**config.mk**
```make
export PLATFORM = sky130hd
export DESIGN_NAME = supmon_ctrl
export DESIGN_NICKNAME = d
export VERILOG_FILES = /design/src/rtl/supmon_pkg.sv /design/src/rtl/supmon_rst_sync.sv /design/src/rtl/supmon_filt.sv /design/src/rtl/supmon_holdoff.sv /design/src/rtl/supmon_ctrl.sv
export SDC_FILE = /design/constraint.sdc
export NUM_CORES = 1
export LEC_CHECK = 0
export ABC_AREA = 1
export BUFFER_PORTS_ARGS = -buffer_cell sky130_fd_sc_hd__buf_2
export CAP_MARGIN = 10
export CORE_UTILIZATION = 35
export CTS_BUF_LIST = sky130_fd_sc_hd__clkbuf_4 sky130_fd_sc_hd__clkbuf_8
export DETAILED_ROUTE_END_ITERATION = 12
export PLACE_DENSITY_LB_ADDON = 0.15
export SLEW_MARGIN = 30
export SYNTH_ARGS = -nofsm -noshare
export SYNTH_HDL_FRONTEND = slang
export SYNTH_SLANG_ARGS = --single-unit
export TNS_END_PERCENT = 20
```
**constraint.sdc**
```tcl
create_clock -name clk -period 2.9 [get_ports clk]
set_clock_uncertainty 0.15 [all_clocks]
set_input_delay 0.145 -clock clk [delete_from_list [all_inputs] [get_ports clk]]
set_output_delay 0.145 -clock clk [all_outputs]
set_load 0.005 [all_outputs]
```
**src/rtl/supmon_pkg.sv**
```systemverilog
package supmon_pkg;
  localparam logic [7:0] SFR_ADDR = 8'hDF;
  localparam int BIT_EN   = 0;
  localparam int BIT_SEL0 = 3;
  localparam int BIT_FLAG = 5;
  localparam int BIT_STAT = 6;
  localparam int NCH      = 2;
  localparam int CH_ANA   = 0;
  localparam int CH_DIG   = 1;
endpackage

```
**src/rtl/supmon_rst_sync.sv**
```systemverilog
module supmon_rst_sync (
  input  logic clk,
  input  logic rst_n,
  output logic rst_n_o
);
  logic s1_q;
  logic s2_q;

  always_ff @(posedge clk or negedge rst_n) begin
    if (!rst_n) begin
      s1_q <= 1'b0;
      s2_q <= 1'b0;
    end else begin
      s1_q <= 1'b1;
      s2_q <= s1_q;
    end
  end

  assign rst_n_o = s2_q;
endmodule

```
**src/rtl/supmon_filt.sv**
```systemverilog
module supmon_filt #(
  parameter int FILT_CYC = 16
) (
  input  logic clk,
  input  logic rst_n,
  input  logic cmp_i,
  output logic sync_o,
  output logic low_o
);
  localparam int FW = $clog2(FILT_CYC + 1);
  localparam logic [FW-1:0] LAST = FW'(FILT_CYC - 1);

  logic          s1_q, s2_q;
  logic [FW-1:0] cnt_q, cnt_d;
  logic          low_q, low_d;

  always_comb begin
    if (s2_q) begin
      cnt_d = '0;
      low_d = 1'b0;
    end else begin
      cnt_d = (cnt_q == LAST) ? cnt_q : cnt_q + 1'b1;
      low_d = low_q | (cnt_q == LAST);
    end
  end

  always_ff @(posedge clk or negedge rst_n) begin
    if (!rst_n) begin
      s1_q  <= 1'b1;
      s2_q  <= 1'b1;
      cnt_q <= '0;
      low_q <= 1'b0;
    end else begin
      s1_q  <= cmp_i;
      s2_q  <= s1_q;
      cnt_q <= cnt_d;
      low_q <= low_d;
    end
  end

  assign sync_o = s2_q;
  assign low_o  = low_q;

  // a filtered low only follows a synchronized low sample
  a_r5_low_needs_low: assert property (@(posedge clk) disable iff (!rst_n)
    $rose(low_q) |-> $past(!s2_q));
  // counter never passes its limit
  a_r5_cnt_bound: assert property (@(posedge clk) disable iff (!rst_n)
    cnt_q <= LAST);
endmodule

```
**src/rtl/supmon_holdoff.sv**
```systemverilog
module supmon_holdoff #(
  parameter int HOLD_CYC = 25_000_000
) (
  input  logic clk,
  input  logic rst_n,
  input  logic run_i,
  output logic done_o
);
  localparam int CW = $clog2(HOLD_CYC + 1);
  localparam logic [CW-1:0] LAST = CW'(HOLD_CYC - 1);

  logic [CW-1:0] cnt_q, cnt_d;

  always_comb begin
    if (!run_i || cnt_q == LAST) cnt_d = '0;
    else                         cnt_d = cnt_q + 1'b1;
  end

  always_ff @(posedge clk or negedge rst_n) begin
    if (!rst_n) cnt_q <= '0;
    else        cnt_q <= cnt_d;
  end

  assign done_o = run_i && (cnt_q == LAST);

  // a stopped countdown restarts from zero
  a_r7_restart: assert property (@(posedge clk) disable iff (!rst_n)
    !run_i |=> cnt_q == '0);
  // count stays inside the hold-off window
  a_r6_cnt_bound: assert property (@(posedge clk) disable iff (!rst_n)
    cnt_q <= LAST);
endmodule

```
**src/rtl/supmon_ctrl.sv**
```systemverilog
module supmon_ctrl #(
  parameter int FILT_CYC = 16,
  parameter int HOLD_CYC = 25_000_000
) (
  input  logic       clk,
  input  logic       rst_n,
  input  logic [7:0] sfr_addr,
  input  logic       sfr_we,
  input  logic [7:0] sfr_wdata,
  output logic [7:0] sfr_rdata,
  input  logic       cmp_ana_i,
  input  logic       cmp_dig_i,
  input  logic       int_en_i,
  output logic [1:0] trip_sel_o,
  output logic       irq_o
);
  import supmon_pkg::*;

  logic             rst_s_n;
  logic [NCH-1:0]   cmp_vec;
  logic [NCH-1:0]   sync_vec;
  logic [NCH-1:0]   low_vec;
  logic             any_low;
  logic             wr_hit;
  logic             en_q, en_d;
  logic [1:0]       sel_q, sel_d;
  logic             flag_q, flag_d;
  logic             run;
  logic             done;

  supmon_rst_sync u_rst (
    .clk     (clk),
    .rst_n   (rst_n),
    .rst_n_o (rst_s_n)
  );

  assign cmp_vec[CH_ANA] = cmp_ana_i;
  assign cmp_vec[CH_DIG] = cmp_dig_i;

  for (genvar g = 0; g < NCH; g++) begin : g_ch
    supmon_filt #(.FILT_CYC(FILT_CYC)) u_filt (
      .clk    (clk),
      .rst_n  (rst_s_n),
      .cmp_i  (cmp_vec[g]),
      .sync_o (sync_vec[g]),
      .low_o  (low_vec[g])
    );
  end

  assign any_low = |low_vec;
  assign wr_hit  = sfr_we && (sfr_addr == SFR_ADDR);
  assign run     = en_q && flag_q && !any_low;

  supmon_holdoff #(.HOLD_CYC(HOLD_CYC)) u_hold (
    .clk    (clk),
    .rst_n  (rst_s_n),
    .run_i  (run),
    .done_o (done)
  );

  always_comb begin
    en_d   = en_q;
    sel_d  = sel_q;
    flag_d = flag_q;
    if (wr_hit) begin
      en_d  = sfr_wdata[BIT_EN];
      sel_d = sfr_wdata[BIT_SEL0 +: 2];
    end
    if (en_q && any_low) begin
      flag_d = 1'b1;
    end else if (wr_hit && (sfr_wdata[BIT_FLAG] || !any_low)) begin
      flag_d = sfr_wdata[BIT_FLAG];
    end else if (done) begin
      flag_d = 1'b0;
    end
  end

  always_ff @(posedge clk or negedge rst_s_n) begin
    if (!rst_s_n) begin
      en_q   <= 1'b0;
      sel_q  <= 2'b00;
      flag_q <= 1'b0;
    end else begin
      en_q   <= en_d;
      sel_q  <= sel_d;
      flag_q <= flag_d;
    end
  end

  always_comb begin
    sfr_rdata = 8'h00;
    if (sfr_addr == SFR_ADDR) begin
      sfr_rdata[BIT_EN]          = en_q;
      sfr_rdata[BIT_SEL0 +: 2]   = sel_q;
      sfr_rdata[BIT_FLAG]        = flag_q;
      sfr_rdata[BIT_STAT]        = sync_vec[CH_DIG];
    end
  end

  assign trip_sel_o = sel_q;
  assign irq_o      = flag_q & int_en_i;

  // enabled low rail sets the flag
  a_r4_low_sets: assert property (@(posedge clk) disable iff (!rst_s_n)
    (en_q && any_low) |=> flag_q);
  // no clearing while a rail is low
  a_r8_hold_while_low: assert property (@(posedge clk) disable iff (!rst_s_n)
    (any_low && flag_q) |=> flag_q);
  // disabled flag moves only on a write
  a_r9_disabled_stable: assert property (@(posedge clk) disable iff (!rst_s_n)
    (!en_q && !wr_hit) |=> $stable(flag_q));
  // threshold select changes only on a write
  a_r3_sel_stable: assert property (@(posedge clk) disable iff (!rst_s_n)
    !wr_hit |=> $stable(trip_sel_o));
  // auto-clear happens only after a full hold-off
  a_r6_clear_after_done: assert property (@(posedge clk) disable iff (!rst_s_n)
    (flag_q && !wr_hit && !done) |=> flag_q);
endmodule

```
# After elaboration in Yosys (flattened, before gate mapping)
# Cells that the tools add are included.
# totals
reg_bits	47
out_inout_bits	11
elab_cells	50
# op_classes
n_addsub	3
n_eq_ne	6
n_mux	12
n_bitwise	3
reduce_logical	12
# ops
op	count
$add 25x1->25 const B	1
$eq 25x25->1 const B	1
$mux 25	1
$mux 5	4
$add 5x1->5 const B	2
$eq 5x4->1 const B	2
$eq 8x8->1 const B	1
$logic_and 1x1->1	6
$mux 1	6
$mux 4	1
$ne 2x1->1 const B	2
$reduce_bool 3->1	1
$logic_not 1->1	2
$logic_or 1x1->1	2
$or 1x1->1	2
$reduce_or 2->1	1
$and 1x1->1	1

# Depth between registers and ports, before layout
# Gate-level depths: netlist of the first run.
# logic_depth
ltp_word	7
ltp_mapped	9

# Cells and area by module
# Synthesis of the first run repeated with hierarchy kept, for this count alone.
# hier_totals
hier_cells	336
area_unflattened_um2	2548.7
# modules_own_cells
module	n_inst	cells_each	area_per_inst_um2
supmon_holdoff	1	212	1478.9
supmon_filt	2	38	357.8
supmon_ctrl	1	45	300.3
supmon_rst_sync	1	3	53.8

# Worst setup path before layout of the first run
# Ideal clock, no wire load.
# synth_path
path_type	flip-flop to flip-flop
from	reg g_ch[0].u_filt.cnt_q[0]
to	reg g_ch[0].u_filt.cnt_q[3]
t_arrival_ps	1266
required_ps	2627
path_slack_ps	1361
path_stages_with_launch	9
path_buffers	0
period_less_slack_ps	1539
cell_sequence	dfrtp_1 -> ha_1 -> nand2_1 -> nor2_1 -> ha_1 -> nand2_1 -> nand4_1 -> o21ai_0 -> a21oi_1
# synth_between
elab_chain_cells	3
# synth_rtl
item	line_no	text
start: declaration	supmon_filt.sv:14	logic [FW-1:0] cnt_q, cnt_d;
start signal: assignment	supmon_filt.sv:36	cnt_q <= cnt_d;
$add 5x1->5	supmon_filt.sv:22	cnt_d = (cnt_q == LAST) ? cnt_q : cnt_q + 1'b1;
$mux 5	supmon_filt.sv:22	
$mux 5	supmon_filt.sv:18	if (s2_q) begin
# Parallel ways exist; a longest one is shown, timed or not. The select of a mux whose other input is x is not followed.
# A chain may end at the register's enable or synchronous reset.

# Worst setup path in the final report of the first run
# layout_path
from	reg u_hold.cnt_q[0]
to	reg u_hold.cnt_q[9]
# layout_between
elab_chain_cells	3
# layout_rtl
item	line_no	text
start: declaration	supmon_holdoff.sv:12	logic [CW-1:0] cnt_q, cnt_d;
start signal: assignment	supmon_holdoff.sv:21	else cnt_q <= cnt_d;
branches (longest 2 deep; another with $add 25x1->25)	n/a	
$mux 25 (*)	supmon_holdoff.sv:15	if (!run_i || cnt_q == LAST) cnt_d = '0;
named net u_hold.cnt_d[9]	supmon_holdoff.sv:12	
# Mark *: on every way through the listed nets, which the timed path passes.

==> reports/results.env, run 1 <==
GLOBALROUTE.TOTALOVERFLOW=0
FINALSETUPTNS_NS=0
DIE_AREA_UM2=7440
RELSLEWSLACK=0.611
FINAL_NET_COUNT=392
SYN_AREA_PER_CELL_UM2=7.58
PIN_COUNT=33
SHARE_SEQ_OF_TOTAL_POWER=0.536
CRIT_BUF_INV=0
ROUTED_WIRE_LENGTH_PER_INSTANCE_UM=10.6
GLOBAL_ROUTE_WIRE_LENGTH_BEFORE_REPAIR_UM=8700
SYNTH_MOST_COMMON_CELL='sky130_fd_sc_hd__nand2_1'
POWER-PER-CELL-AREA_nW_PER_UM2=495
DETAIL_ROUTE.FIRST_PASS.ITERATIONS=4
CTS_MAX_LEVEL=2
FLOORPLAN.DIE.HEIGHT_UM=86.3
TIMING.REG2REG.SETUP_SLACK_NS=1.19
DESIGN.CORE.AREA_UM2=6830
NETSWITCHINGPOWER_mW=0.390
MAXSLEWVIOLCOUNT=0
PORT_BUFFERS=25
CLKSLEWWORSTSETUPHOLDPATHS_NS=0.09
WORST_SETUP_PATH_START_KIND='flop'
YS.WARNINGS.COUNT=0
FINALHOLDVIOLATIONS=0
CLOCK_BUFFER_DEPTH=2
CRIT_PATH_MAX_INCR_DELAY_NS=0.41
DRTITER0DRC=75
CTS.REPAIR.RESIZED=0
CP.REQUIRED_NS=2.93
RUN_STATUS='complete, no violations'
HOLDCRITPATHCLASS='in -> reg'
HOLD-WORST-SLACK_NS=0.0998
CPMAXSTAGEDELAYCELL='sky130_fd_sc_hd__dfrtp_1'
FINALSETUPVIOLATIONS=0
FINAL_CELL_AREA_UM2=2890
MIN_PERIOD_OVER_PERIOD=0.591
POWER.SWITCHING_FRACTION=0.273
SYNTH_TOP_AREA_SHARE=0.433
DRTANTENNAVIOLNETS=0
YS_TOP_CELLS_BY_AREA='sky130_fd_sc_hd__dfrtp_1, sky130_fd_sc_hd__nand2_1, sky130_fd_sc_hd__nor2_1, sky130_fd_sc_hd__inv_1, sky130_fd_sc_hd__dfstp_2'
YOSYS.AREA.TOP_TYPE='sky130_fd_sc_hd__dfrtp_1'
TRITONCTS='done'
INITIAL_UTILIZATION=0.364
SYNTH_TOP_FLOP_CELL='sky130_fd_sc_hd__dfrtp_1'
RSZ0062_AT_GRT='false'
POST_SYNTH_INSTANCE_AREA_UM2=2490
TOTALWIRELENGTH_UM=4880
REMAINING_DRC_ERRORS=0
TRITONCTS_NUM_SINKS=47
DP_HPWL_UM=3590
NETLIST-CELL-TYPE-COUNT=26
CTS_ROOT_BUF='sky130_fd_sc_hd__clkbuf_8'
DETAILROUTE.VIA_COUNT=2036
VDD_DROP_MAX_V=0.000252
NUM_CTS_BUFFERS=5
CRITICAL-PATH-TOP-DELAY-FAMILY='simple AND/OR/NAND/NOR gates'
FINAL_CORE_UTIL=0.423
PLACE_CONGESTION=0.847
AREA_DELTA_SYNTH_FINAL_PCT=16.3
DIE-WIDTH_UM=86.3
FINAL_CRITICAL_PATH_TIME_INCLUDING_I_O_DELAYS_AND_SETUP_NS=1.71
POST-LAYOUT-TOTAL-POWER_mW=1.43
FFS_LATCHES_SYNTH=47
ASYNC_RESET_FF_FRAC=1.00
PLACEMENT.CELL_AREA_UM2=2700
CLOCK_LATENCY_NS=0.30
INSERTEDDIODECOUNT=0
ROWS=30
GRT_USE_TOTAL=0.149
CRITICAL_PATH_PEAK_FANOUT=25
SYNTH_EDF_COUNT=0
MAXCLOCKFREQUENCY_MHz=583
CRITICALPATHCATEGORY='reg -> reg'
TRANSITION_TIME_AT_THE_PIN_WITH_THE_LEAST_SLEW_MARGIN_NS=0.584
FILLER_CELL_COUNT=734
VIAS_PER_CELL=4.41
SHARE_OF_POST_ROUTE_CELLS_WITH_DRIVE_STRENGTH_ABOVE_1=0.139
COMBPWRFRAC=0.124
VIA_COUNT_OF_THE_FIRST_GLOBAL_ROUTING_PASS=1958
SYNTH_CELLS=328
CRIT_PATH_CELL_TRACE='ha_1 -> nand3_2 -> nor2_2 -> nand2_1 -> nand2_4 -> nor2_1'
GRT_START_MAX_NET_PINS=46
YS_SEQ_AREA_FRAC=0.475
WORSTSETUPENDPOINTTYPE='flop'
CLOCK_POWER_FRAC=0.340
CAP_VIOLATIONS=0
ARRIVAL_TIME_OF_DATA_AT_THE_CRITICAL_PATH_ENDPOINT_NS=1.74
P_LEAK_nW=1.29
SYNTH.TOP_CELLS.BY_COUNT='sky130_fd_sc_hd__nand2_1, sky130_fd_sc_hd__nor2_1, sky130_fd_sc_hd__dfrtp_1, sky130_fd_sc_hd__inv_1'
POWER.INTERNAL_mW=1.04
GRT_ANTENNA_BEFORE_REPAIR=0
==> flip-flops by register name, indices dropped and copies added, names as in the netlist <==
| name | flops |
|---|---|
| u_hold.cnt_q | 25 |
| g_ch.u_filt.low_o | 2 |
| en_q | 1 |
| u_rst.rst_n_o | 1 |
| flag_q | 1 |
| g_ch.u_filt.sync_o | 2 |
| g_ch.u_filt.cnt_q | 10 |
| u_rst.s1_q | 1 |
| trip_sel_o | 2 |
| g_ch.u_filt.s1_q | 2 |
==> metrics by stage <==
stage	setup WS, ns	instances
2_1_floorplan	1.35	330
3_3_place_gp	1.18	446
3_5_place_dp	1.14	446
4_1_cts	1.13	462
5_1_grt	1.02	462
6_report	1.19	462
==> timing repair <==
item                      CTS  global route
hold buffers                8             0
hold endpoints to repair    8             0
setup buffers               0             0
==> worst reg2reg max path, stage by stage (launching register included) <==
cell                      delay, ns
sky130_fd_sc_hd__dfrtp_1       0.41
sky130_fd_sc_hd__ha_1          0.24
sky130_fd_sc_hd__nand3_2       0.19
sky130_fd_sc_hd__nor2_2        0.17
sky130_fd_sc_hd__nand2_1       0.10
sky130_fd_sc_hd__nand2_4       0.25
sky130_fd_sc_hd__nor2_1        0.09
==> cells by family after synthesis <==
group                      Yosys count  share of synthesized area
other                                2                    0.00302
buffers and inverters               41                     0.0725
adders and majority gates            5                     0.0252
and+or+nand+nor                    197                      0.328
AOI/OAI and AO/OA                   21                     0.0438
DFF                                 47                      0.475
xor gates and xnor gates            15                     0.0528
==> path summary, 6_finish.rpt <==
path	start	end	cells after the start
setup / recovery	u_hold.cnt_q[0]	u_hold.cnt_q[9]	6
hold / removal	sfr_we	trip_sel_o[0]	5
setup reg to reg	u_hold.cnt_q[0]	u_hold.cnt_q[9]	6
hold reg to reg	u_rst.rst_n_o	u_hold.cnt_q[7]	0
max in group asynchronous	rst_n	u_rst.rst_n_o	3
min in group asynchronous	u_rst.rst_n_o	u_hold.cnt_q[7]	0
==> power by group through the flow <==
stage	Clock (mW)	Sequential, mW	Combinational (mW)
after floorplan	0	0.764	0.143
after global placement	0	0.780	0.169
after detailed placement	0	0.782	0.171
after CTS	0.507	0.769	0.180
after global routing	0.523	0.778	0.211
final	0.486	0.767	0.177
==> cell usage in the layout (no fill, tap or decap) <==
cell / synthesis / layout
sky130_fd_sc_hd__a211oi_1: 1 / 1
sky130_fd_sc_hd__nor2_1: 80 / 80
sky130_fd_sc_hd__clkbuf_8: 0 / 5
sky130_fd_sc_hd__nor2_4: 2 / 2
sky130_fd_sc_hd__o22ai_1: 1 / 1
sky130_fd_sc_hd__nand3_2: 1 / 1
sky130_fd_sc_hd__inv_1: 33 / 33
sky130_fd_sc_hd__buf_2: 0 / 25
sky130_fd_sc_hd__conb_1: 2 / 4
sky130_fd_sc_hd__bufinv_16: 0 / 1
sky130_fd_sc_hd__xor2_1: 8 / 8
sky130_fd_sc_hd__a21oi_1: 7 / 7
sky130_fd_sc_hd__nand3_1: 12 / 12
sky130_fd_sc_hd__dfrtp_1: 43 / 42
sky130_fd_sc_hd__xnor2_1: 7 / 7
sky130_fd_sc_hd__inv_2: 2 / 2
sky130_fd_sc_hd__nor2_2: 4 / 4
sky130_fd_sc_hd__o21ai_0: 12 / 12
sky130_fd_sc_hd__nor3_1: 1 / 1
sky130_fd_sc_hd__clkinv_2: 0 / 1
sky130_fd_sc_hd__ha_1: 5 / 5
sky130_fd_sc_hd__nand4_1: 2 / 2
sky130_fd_sc_hd__nand3b_1: 2 / 2
sky130_fd_sc_hd__dlygate4sd3_1: 0 / 8
sky130_fd_sc_hd__clkinv_1: 1 / 1
sky130_fd_sc_hd__dfrtp_4: 0 / 1
sky130_fd_sc_hd__nand2_1: 89 / 89
sky130_fd_sc_hd__nand2_2: 3 / 3
sky130_fd_sc_hd__clkinv_4: 0 / 1
sky130_fd_sc_hd__nand2_4: 1 / 1
sky130_fd_sc_hd__dfstp_2: 4 / 4
==> routing by layer <==
metal / share of wire / GRT usage / wire length (µm) / vias up
li1: - / - / - / 1076
met1: 0.51 / 0.199 / 2500 / 905
met2: 0.42 / 0.237 / 2060 / 48
met3: 0.046 / 0.0343 / 223 / 7
met4: 0.018 / 0.0500 / 89 / 0
met5: 0 / 0 / 0 / -
==> layout make-up <==
| class | instances | area [µm²] | share of cell area |
|---|---|---|---|
| flip-flops and latches | 47 | 1180 | 0.410 |
| multi-input cells | 242 | 1130 | 0.392 |
| repair buffers | 33 | 205 | 0.0710 |
| inverters | 36 | 135 | 0.0468 |
| well taps | 96 | 120 | 0.0416 |
| clock buffers | 5 | 68.8 | 0.0238 |
| clock inverters | 3 | 43.8 | 0.0152 |
Power figures use the tool's default switching activity.
==> inputs of run 2 (changes only) <==
==> constraint.sdc (replaced) <==
create_clock -name clk -period 1.7 [get_ports clk]
set_clock_uncertainty 0.15 [all_clocks]
set_input_delay 0.085 -clock clk [delete_from_list [all_inputs] [get_ports clk]]
set_output_delay 0.085 -clock clk [all_outputs]
set_load 0.005 [all_outputs]
==> run 2 against run 1 <==
Effect of this change:
- hold slack got worse by 0.084 ns
- critical path depth unchanged
- die area did not move
- power increased by 66%
- final cell count rose by 1.7%
- combinational power is 120% higher
- critical endpoint is now u_hold.cnt_q[13]
- largest power group unchanged
==> reports/results.env, run 2 (synthesis results as in run 1) <==
CLOCK_BUFFER_DEPTH=2
CRITICAL-PATH-TOP-DELAY-FAMILY='simple AND/OR/NAND/NOR gates'
DESIGN.CORE.AREA_UM2=6830
VIAS_PER_CELL=4.46
INITIAL_UTILIZATION=0.364
HOLDCRITPATHCLASS='in -> reg'
DPL.CELL_COUNT=453
SETUP_SLACK_NS=0.117
TRITONCTS='done'
GLOBAL_ROUTE_WIRE_LENGTH_BEFORE_REPAIR_UM=8740
ARRIVAL_TIME_OF_DATA_AT_THE_CRITICAL_PATH_ENDPOINT_NS=1.63
P_LEAK_nW=1.33
PLACEMENT.CELL_AREA_UM2=2760
CRITICALPATHCATEGORY='reg -> reg'
FINALSETUPVIOLATIONS=0
DRTITER0DRC=82
POST-CTS-SETUP-BUFFERS=0
SHARE_OF_POST_ROUTE_CELLS_WITH_DRIVE_STRENGTH_ABOVE_1=0.174
CLKSLEWWORSTSETUPHOLDPATHS_NS=0.10
RSZ0062_AT_GRT='true'
GRT_ANTENNA_BEFORE_REPAIR=0
GLOBALROUTE.TOTALOVERFLOW=0
POST-PLACE-WS_NS=0.0392
GRT_START_MAX_NET_PINS=26
PIN_COUNT=33
LARGEST_REGISTER_FFS=25
FILLER_CELL_COUNT=752
CTS_ROOT_BUF='sky130_fd_sc_hd__clkbuf_8'
TOP_REGS='u_hold.cnt_q x25, g_ch.u_filt.cnt_q x10'
POST-LAYOUT-TOTAL-POWER_mW=2.38
DRTANTENNAVIOLNETS=0
TOP_LIBRARY_CELLS_BY_USAGE_IN_THE_LAYOUT_FILL_AND_TAPS_ASIDE='sky130_fd_sc_hd__nand2_1, sky130_fd_sc_hd__nor2_1, sky130_fd_sc_hd__dfrtp_1'
INSTANCES_NO_FILL=470
DIE_AREA_UM2=7440
FINALSETUPTNS_NS=0
FINAL_CORE_UTIL=0.437
ROUTED_WIRE_LENGTH_PER_INSTANCE_UM=11.2
MAX_FLOP_REGISTER='u_hold.cnt_q'
REMAINING_DRC_ERRORS=0
FINAL_CELL_AREA_UM2=2990
SHARE_SEQ_OF_TOTAL_POWER=0.543
CLOCK_LATENCY_NS=0.31
POWER.SWITCHING_FRACTION=0.297
RUN_STATUS='complete, no violations'
DP_HPWL_UM=3760
MAXCLOCKFREQUENCY_MHz=632
CRITICAL_PATH_PEAK_FANOUT=12
POWER.INTERNAL_mW=1.67
CRIT_BUF_INV=0
FINAL_CRITICAL_PATH_TIME_INCLUDING_I_O_DELAYS_AND_SETUP_NS=1.58
FINAL_NET_COUNT=400
VDD_DROP_MAX_V=0.000482
NUM_CTS_BUFFERS=5
CRIT_PATH_CELL_TRACE='ha_1 -> nand3_2 -> nor2_4 -> nand2_2 -> nand2_8 -> nor2_1'
DIE-WIDTH_UM=86.3
WORST_SETUP_PATH_START_KIND='flop'
CP.REQUIRED_NS=1.75
PLACE_CONGESTION=0.831
TRITONCTS_NUM_SINKS=47
INSERTEDDIODECOUNT=0
ROWS=30
DETAIL_ROUTE.FIRST_PASS.ITERATIONS=4
FLOORPLAN.DIE.HEIGHT_UM=86.3
FINALHOLDVIOLATIONS=0
MAXSLEWVIOLCOUNT=0
DETAILROUTE.VIA_COUNT=2094
CRIT_PATH_MAX_INCR_DELAY_NS=0.37
GRT_USE_TOTAL=0.152
NETSWITCHINGPOWER_mW=0.705
TOTALWIRELENGTH_UM=5270
CLOCK_POWER_FRAC=0.296
POWER-PER-CELL-AREA_nW_PER_UM2=796
CAP_VIOLATIONS=0
COMBPWRFRAC=0.161
FINAL_COMMON_CELL='sky130_fd_sc_hd__nand2_1'
WORSTSETUPENDPOINTTYPE='flop'
PORT_BUFFERS=25
HOLD-WORST-SLACK_NS=0.0159
AREA_DELTA_SYNTH_FINAL_PCT=20.1
VIA_COUNT_OF_THE_FIRST_GLOBAL_ROUTING_PASS=2002
CPMAXSTAGEDELAYCELL='sky130_fd_sc_hd__dfrtp_1'
MIN_PERIOD_OVER_PERIOD=0.931
CTS_MAX_LEVEL=2
-- run 2: cell type report --
cell class                 count  area, µm²  area share
inverter                      36        135      0.0452
clock buffer                   5       68.8      0.0230
sequential                    47       1180       0.396
clock inverter                 3       22.5     0.00754
multi-input combinational    243       1190       0.397
tap                           96        120      0.0402
timing repair buffer          40        270      0.0905
-- run 2: routing by layer --
metal / global-route usage / share of wire / wire [µm] / vias up
met5: 0 / 0 / 0 / -
met3: 0.0286 / 0.040 / 210 / 5
met2: 0.249 / 0.46 / 2400 / 40
met4: 0.0591 / 0.012 / 63 / 0
met1: 0.199 / 0.49 / 2590 / 959
li1: - / - / - / 1090
-- run 2: final timing paths --
check                                 from                 endpoint  cells past startpoint  slack [ns]
max                        u_hold.cnt_q[1]         u_hold.cnt_q[13]                      6        0.12
min                                 sfr_we                   flag_q                      6        0.02
max reg2reg                u_hold.cnt_q[1]         u_hold.cnt_q[13]                      6        0.12
min reg2reg                  u_rst.rst_n_o  g_ch[0].u_filt.cnt_q[2]                      0        0.08
max in group asynchronous            rst_n            u_rst.rst_n_o                      3        0.80
min in group asynchronous    u_rst.rst_n_o  g_ch[0].u_filt.cnt_q[2]                      0        0.08
-- run 2: what timing repair did --
item,CTS,global route
hold buffers,8,0
setup endpoints to repair,0,27
resized for setup,0,11
endpoints found under the hold margin,8,0
-- run 2: worst min-delay path, delay by kind of cell --
family                 cells  cell delay, ns
and+or+nand+nor            4            0.24
buffers and inverters      2            0.12
-- run 2: power groups by stage --
stage	clock network [mW]	registers, mW	logic, mW
floorplan	0	1.30	0.244
global placement	0	1.31	0.343
detailed placement	0	1.31	0.350
CTS	0.737	1.29	0.367
global route	0.770	1.31	0.444
finish	0.703	1.29	0.382
